### src/rtl/cil_pkg.sv
package cil_pkg;

  typedef enum logic {
    MODE_INTERLEAVE   = 1'b0,
    MODE_DEINTERLEAVE = 1'b1
  } cil_mode_e;

  // Strobes the control half hands to the datapath each cycle.
  typedef struct packed {
    logic shiftEn;   // an accepted symbol moves through the selected line
    logic wrapNext;  // the selected line is the last one
  } cil_strobes_t;

endpackage

### src/rtl/cil_ctrl.sv
module cil_ctrl
  import cil_pkg::*;
#(
  parameter int BRANCHES = 4,
  parameter int IDXW     = $clog2(BRANCHES)
) (
  input  logic            clk,
  input  logic            rst,
  input  logic            inValid,
  output cil_strobes_t    strobes,
  output logic [IDXW-1:0] branch,
  output logic            outValid
);

  localparam logic [IDXW-1:0] LAST_IDX = IDXW'(BRANCHES - 1);

  always_comb begin
    strobes.shiftEn  = inValid;
    strobes.wrapNext = (branch == LAST_IDX);
  end

  always_ff @(posedge clk) begin
    if (rst) begin
      branch   <= '0;
      outValid <= 1'b0;
    end else begin
      outValid <= inValid;
      if (inValid) begin
        if (branch == LAST_IDX) branch <= '0;
        else                    branch <= branch + 1'b1;
      end
    end
  end

  // one register of latency from input valid to output valid
  assert_valid_follows_R2: assert property (@(posedge clk) disable iff (rst)
    inValid |=> outValid);
  assert_idle_follows_R2: assert property (@(posedge clk) disable iff (rst)
    !inValid |=> !outValid);

  // the selector steps on valid, wraps after the last line, holds otherwise
  assert_step_R5: assert property (@(posedge clk) disable iff (rst)
    (inValid && branch != LAST_IDX) |=> branch == $past(branch) + 1'b1);
  assert_wrap_R5: assert property (@(posedge clk) disable iff (rst)
    (inValid && branch == LAST_IDX) |=> branch == '0);
  assert_hold_R5: assert property (@(posedge clk) disable iff (rst)
    !inValid |=> $stable(branch));

endmodule

### src/rtl/cil_delay_line.sv
module cil_delay_line #(
  parameter int WIDTH = 8,
  parameter int DEPTH = 3
) (
  input  logic             clk,
  input  logic             rst,
  input  logic             shift,
  input  logic [WIDTH-1:0] dIn,
  output logic [WIDTH-1:0] tap
);

  logic [WIDTH-1:0] cells [DEPTH];

  always_ff @(posedge clk) begin
    if (rst) begin
      for (int j = 0; j < DEPTH; j++) cells[j] <= '0;
    end else if (shift) begin
      cells[0] <= dIn;
      for (int j = 1; j < DEPTH; j++) cells[j] <= cells[j-1];
    end
  end

  // oldest entry is the one leaving on the next shift
  assign tap = cells[DEPTH-1];

  // a line that is not selected keeps its contents
  assert_line_hold_R6: assert property (@(posedge clk) disable iff (rst)
    !shift |=> $stable(tap));

  // the entry entering a line reaches its far end only after DEPTH shifts
  assert_first_cell_R3: assert property (@(posedge clk) disable iff (rst)
    shift |=> cells[0] == $past(dIn));

endmodule

### src/rtl/cil_datapath.sv
module cil_datapath
  import cil_pkg::*;
#(
  parameter int        WIDTH    = 8,
  parameter int        BRANCHES = 4,
  parameter int        STEP     = 3,
  parameter cil_mode_e MODE     = MODE_INTERLEAVE,
  parameter int        IDXW     = $clog2(BRANCHES)
) (
  input  logic             clk,
  input  logic             rst,
  input  cil_strobes_t     strobes,
  input  logic [IDXW-1:0]  branch,
  input  logic [WIDTH-1:0] inData,
  output logic [WIDTH-1:0] outData
);

  logic [WIDTH-1:0] taps [BRANCHES];

  for (genvar i = 0; i < BRANCHES; i++) begin : gLine
    localparam int DEPTH = (MODE == MODE_DEINTERLEAVE) ? (BRANCHES - 1 - i) * STEP
                                                       : i * STEP;
    if (DEPTH == 0) begin : gWire
      assign taps[i] = inData;
    end else begin : gFifo
      logic lineShift;
      assign lineShift = strobes.shiftEn && (branch == IDXW'(i));
      cil_delay_line #(
        .WIDTH (WIDTH),
        .DEPTH (DEPTH)
      ) uLine (
        .clk   (clk),
        .rst   (rst),
        .shift (lineShift),
        .dIn   (inData),
        .tap   (taps[i])
      );
    end
  end

  always_ff @(posedge clk) begin
    if (rst)                  outData <= '0;
    else if (strobes.shiftEn) outData <= taps[branch];
  end

  // output word holds on idle cycles
  assert_out_hold_R6: assert property (@(posedge clk) disable iff (rst)
    !strobes.shiftEn |=> $stable(outData));

  // the zero-delay line forwards its symbol after one register
  if (MODE == MODE_INTERLEAVE) begin : gWireChkI
    assert_passthru_R3: assert property (@(posedge clk) disable iff (rst)
      (strobes.shiftEn && branch == '0) |=> outData == $past(inData));
  end else begin : gWireChkD
    assert_passthru_R4: assert property (@(posedge clk) disable iff (rst)
      (strobes.shiftEn && strobes.wrapNext) |=> outData == $past(inData));
  end

endmodule

### src/rtl/conv_interleaver.sv
module conv_interleaver
  import cil_pkg::*;
#(
  parameter int        WIDTH    = 8,
  parameter int        BRANCHES = 4,
  parameter int        STEP     = 3,
  parameter cil_mode_e MODE     = MODE_INTERLEAVE
) (
  input  logic             clk,
  input  logic             rst,
  input  logic             inValid,
  input  logic [WIDTH-1:0] inData,
  output logic             outValid,
  output logic [WIDTH-1:0] outData
);

  localparam int IDXW = (BRANCHES > 1) ? $clog2(BRANCHES) : 1;

  cil_strobes_t    strobes;
  logic [IDXW-1:0] branch;

  cil_ctrl #(
    .BRANCHES (BRANCHES),
    .IDXW     (IDXW)
  ) uCtrl (
    .clk      (clk),
    .rst      (rst),
    .inValid  (inValid),
    .strobes  (strobes),
    .branch   (branch),
    .outValid (outValid)
  );

  cil_datapath #(
    .WIDTH    (WIDTH),
    .BRANCHES (BRANCHES),
    .STEP     (STEP),
    .MODE     (MODE),
    .IDXW     (IDXW)
  ) uData (
    .clk     (clk),
    .rst     (rst),
    .strobes (strobes),
    .branch  (branch),
    .inData  (inData),
    .outData (outData)
  );

  // the cycle after reset shows an empty output
  assert_reset_clean_R1: assert property (@(posedge clk)
    rst |=> (!outValid && outData == '0));

endmodule

### config.mk
export PLATFORM = sky130hd
export DESIGN_NAME = conv_interleaver
export DESIGN_NICKNAME = d
export VERILOG_FILES = /design/src/rtl/cil_pkg.sv /design/src/rtl/cil_ctrl.sv /design/src/rtl/cil_delay_line.sv /design/src/rtl/cil_datapath.sv /design/src/rtl/conv_interleaver.sv
export SDC_FILE = /design/constraint.sdc
export NUM_CORES = 1
export LEC_CHECK = 0
export CAP_MARGIN = 20
export CORE_MARGIN = 2
export CORE_UTILIZATION = 30
export CTS_CLUSTER_SIZE = 8
export DETAILED_ROUTE_END_ITERATION = 8
export PLACE_DENSITY = 0.56
export REMOVE_ABC_BUFFERS = 1
export SLEW_MARGIN = 20
export SYNTH_ARGS = -nofsm -noshare
export SYNTH_HDL_FRONTEND = slang
export SYNTH_SLANG_ARGS = --single-unit
export TNS_END_PERCENT = 50
### constraint.sdc
create_clock -name clk -period 5.25 [get_ports clk]
set_input_delay 0.525 -clock clk [delete_from_list [all_inputs] [get_ports clk]]
set_output_delay 0.525 -clock clk [all_outputs]
set_load 0.01 [all_outputs]
==> results.sh <==
export IMPL_synth_top_flop_cell="edfxtp_1"
export IMPL_fillCellCount=1858
export IMPL_syn_area_per_cell_um2=16.27
export IMPL_synthCells=370
export IMPL_multi_input_area_mm2=0.001354
export IMPL_drv_cap=0
export IMPL_yosys_top_cells_area="edfxtp_1 72%, and2_1 15%, dfxtp_1 3.7%"
export IMPL_cts_setup_buffers=0
export IMPL_synthArstFlopShare_pct=0
export IMPL_clk_latency_ns=0.42
export IMPL_fin_crit_ns=2.951
export IMPL_startpoint_type="flip-flop"
export IMPL_leakage_nw=2.586
export IMPL_syn_area_mm2=0.006020
export IMPL_die_w_um=145.7
export IMPL_vias=2796
export IMPL_synth_warnings=0
export IMPL_wire_per_inst_um=13.64
export IMPL_core_area_mm2=0.01959
export IMPL_gp_congestion=0.7641
export IMPL_drtIter0Drc=172
export IMPL_grt_pass1_wl_mm=14.69
export IMPL_worstRegToRegCells=3
export IMPL_reg2reg_slack_ns=2.30
export IMPL_grt_pass1_vias=2831
export IMPL_yosys_top_cells_count="144 x and2_1, 144 x edfxtp_1, 16 x mux2i_1"
export IMPL_dr_pass1_iters=4
export IMPL_drc=0
export IMPL_h_tree_depth=4
export IMPL_layout_drive_gt1_share_pct=10.45
export IMPL_area_growth_pct=18.00
export IMPL_grt_busiest_layer="met2"
export IMPL_placed_area_mm2=0.006444
export IMPL_cp_required_ns=5.33
export IMPL_synth_edf_count=144
export IMPL_ys_ff_latch=155
export IMPL_stdcell_area_mm2=0.007103
export IMPL_ys_seq_area_share_pct=75.49
export IMPL_met1_usage_pct=11.55
export IMPL_clock_fmax_mhz=338.9
export IMPL_hold_viol=0
export IMPL_rows=51
export IMPL_gr_total_overflow=0
export IMPL_antenna_found_initial=0
export IMPL_grt_usage_pct=9.136
export IMPL_rsz0062_at_grt="no"
export IMPL_reg2reg_from="uCtrl.branch[0]"
export IMPL_period_share_pct=56.21
export IMPL_grt_use_met3_pct=3.605
export IMPL_die_y_um=145.7
export IMPL_ir_drop_uv=224.0
export IMPL_antenna_left=0
export IMPL_max_slew_margin_rel_pct=30.30
export IMPL_numCtsBuffers=17
export IMPL_finalMaxSlewViolations=0
export IMPL_setup_viol=0
export IMPL_crit_arrival_ns=3.03
export IMPL_grt_max_degree=73
export IMPL_tns_ns=0
export IMPL_die_area_mm2=0.02121
export IMPL_crit_path_end_kind="flip-flop"
export IMPL_cts_repair_resized=0
export IMPL_vias_per_cell=4.192
export IMPL_crit_path_start="uCtrl.branch[0]"
export IMPL_grt_use_met2_pct=13.86
export IMPL_cts_hold_buf=0
export IMPL_cts_max_path_buffers=2
export IMPL_hp_class="flip-flop to flip-flop"
export IMPL_p_per_area_mw_per_mm2=408.6
export IMPL_outcome="finished clean"
export IMPL_io_buffers=19
export IMPL_tightest_slew_ns=1.044
export IMPL_final_seq_area_mm2=0.004544
export IMPL_synth_top_cell_by_area="edfxtp_1"
export IMPL_final_nets=404
export IMPL_dp_hpwl_mm=5.304
export IMPL_endpoint="uData.gLine[3].gFifo.uLine.cells[0][43]"
export IMPL_crit_fanout=45
export IMPL_cts_tree="built"
export IMPL_yosysTopAreaCellShare_pct=71.84
export IMPL_r2r_end="uData.gLine[3].gFifo.uLine.cells[0][43]"
export IMPL_synth_distinct_cells=22
export IMPL_fin_skew_ns=0.008587
export IMPL_cts_sinks=155
export IMPL_initial_core_util_pct=30.73
export IMPL_routed_wl_mm=9.099
export IMPL_path_class="flip-flop to flip-flop"
export IMPL_ios=20
export IMPL_cts_root_buf="clkbuf_16"
export IMPL_clkSlewWorstSetupHoldPaths_ns=0.06
export IMPL_diodes=0
cell usage in the layout, fill, tap and decap left out, drive strengths merged, types with 4 or more instances in the layout:
cell type and instances:
dfxtp 11, and2 144, clkbuf 18, bufinv 6, edfxtp 144, mux2i 16, or3b 9, o221ai 8
clkdlybuf4s50 19, clkinv 4
per-stage QoR:
step	hold slack, ns	power (W)	worst slack, ns	cells	utilization (%)
6_report	0.5131	0.002902	2.299	667	36.26
5_1_grt	0.5275	0.002992	2.049	667	36.26
4_1_cts	0.5150	0.002927	2.273	667	36.23
3_5_place_dp	0.5014	0.001578	2.097	636	32.89
3_3_place_gp	0.4996	0.001572	2.199	636	32.89
2_1_floorplan	0.4967	0.001521	2.153	349	-
kinds of logic (layout without fill, tap and decap cells):
logic type,Yosys count,after routing,share of synthesized area (%)
simple gates,160,160,17.15
flops,155,155,75.49
buf+inv,23,55,2.162
mux,16,16,2.661
compound gates,12,12,1.767
fa+ha+maj,3,3,0.6236
xor+xnor,1,1,0.1455
critical path, cell delays in order, from the launching register on:
cell     delay [ns]
dfxtp_1        1.01
ha_1           0.30
a21o_2         0.78
buf_4          0.49
registers in the layout, indices dropped and copies added (netlist names):
| register | count |
|---|---|
| uCtrl.branch | 2 |
| uCtrl.outValid | 1 |
| uData.gLine.gFifo.uLine.cells | 144 |
| uData.outData | 8 |
final cells by class:
cell class                 instances  area share (%)
tap                              265           4.668
inverter                           2          0.1057
clock inverter                    13           3.153
sequential                       155           63.98
multi-input combinational        192           19.06
timing repair buffer              22           2.995
clock buffer                      18           6.042
report_power, final:
group	internal [W]	switching, W
Sequential	0.00142	0.0000257
Combinational	0.0000434	0.0000624
Clock	0.000884	0.000468
Total	0.00235	0.000556
worst min-delay path by stage:
| stage | start | to | slack, ns | depth (start not counted) |
|---|---|---|---|---|
| CTS | uData.gLine[2].gFifo.uLine.cells[2][2] | uData.gLine[2].gFifo.uLine.cells[3][2] | 0.51 | 1 |
| global route | uData.gLine[3].gFifo.uLine.cells[0][20] | uData.gLine[3].gFifo.uLine.cells[0][28] | 0.53 | 1 |
| floorplan | uData.gLine[1].gFifo.uLine.cells[0][2] | uData.gLine[1].gFifo.uLine.cells[0][10] | 0.50 | 1 |
| detailed placement | uData.gLine[2].gFifo.uLine.cells[2][2] | uData.gLine[2].gFifo.uLine.cells[3][2] | 0.50 | 1 |
| finish | uData.gLine[1].gFifo.uLine.cells[0][1] | uData.gLine[1].gFifo.uLine.cells[0][9] | 0.51 | 1 |
| global placement | uData.gLine[1].gFifo.uLine.cells[0][0] | uData.gLine[1].gFifo.uLine.cells[0][8] | 0.50 | 1 |
layer usage:
metal / part of all wire, % / wire [µm]
met3: 3.8 / 348
met4: 2.2 / 197
met2: 47 / 4307
met1: 47 / 4246
met5: 0 / 0
(Power assumes the default switching activity.)
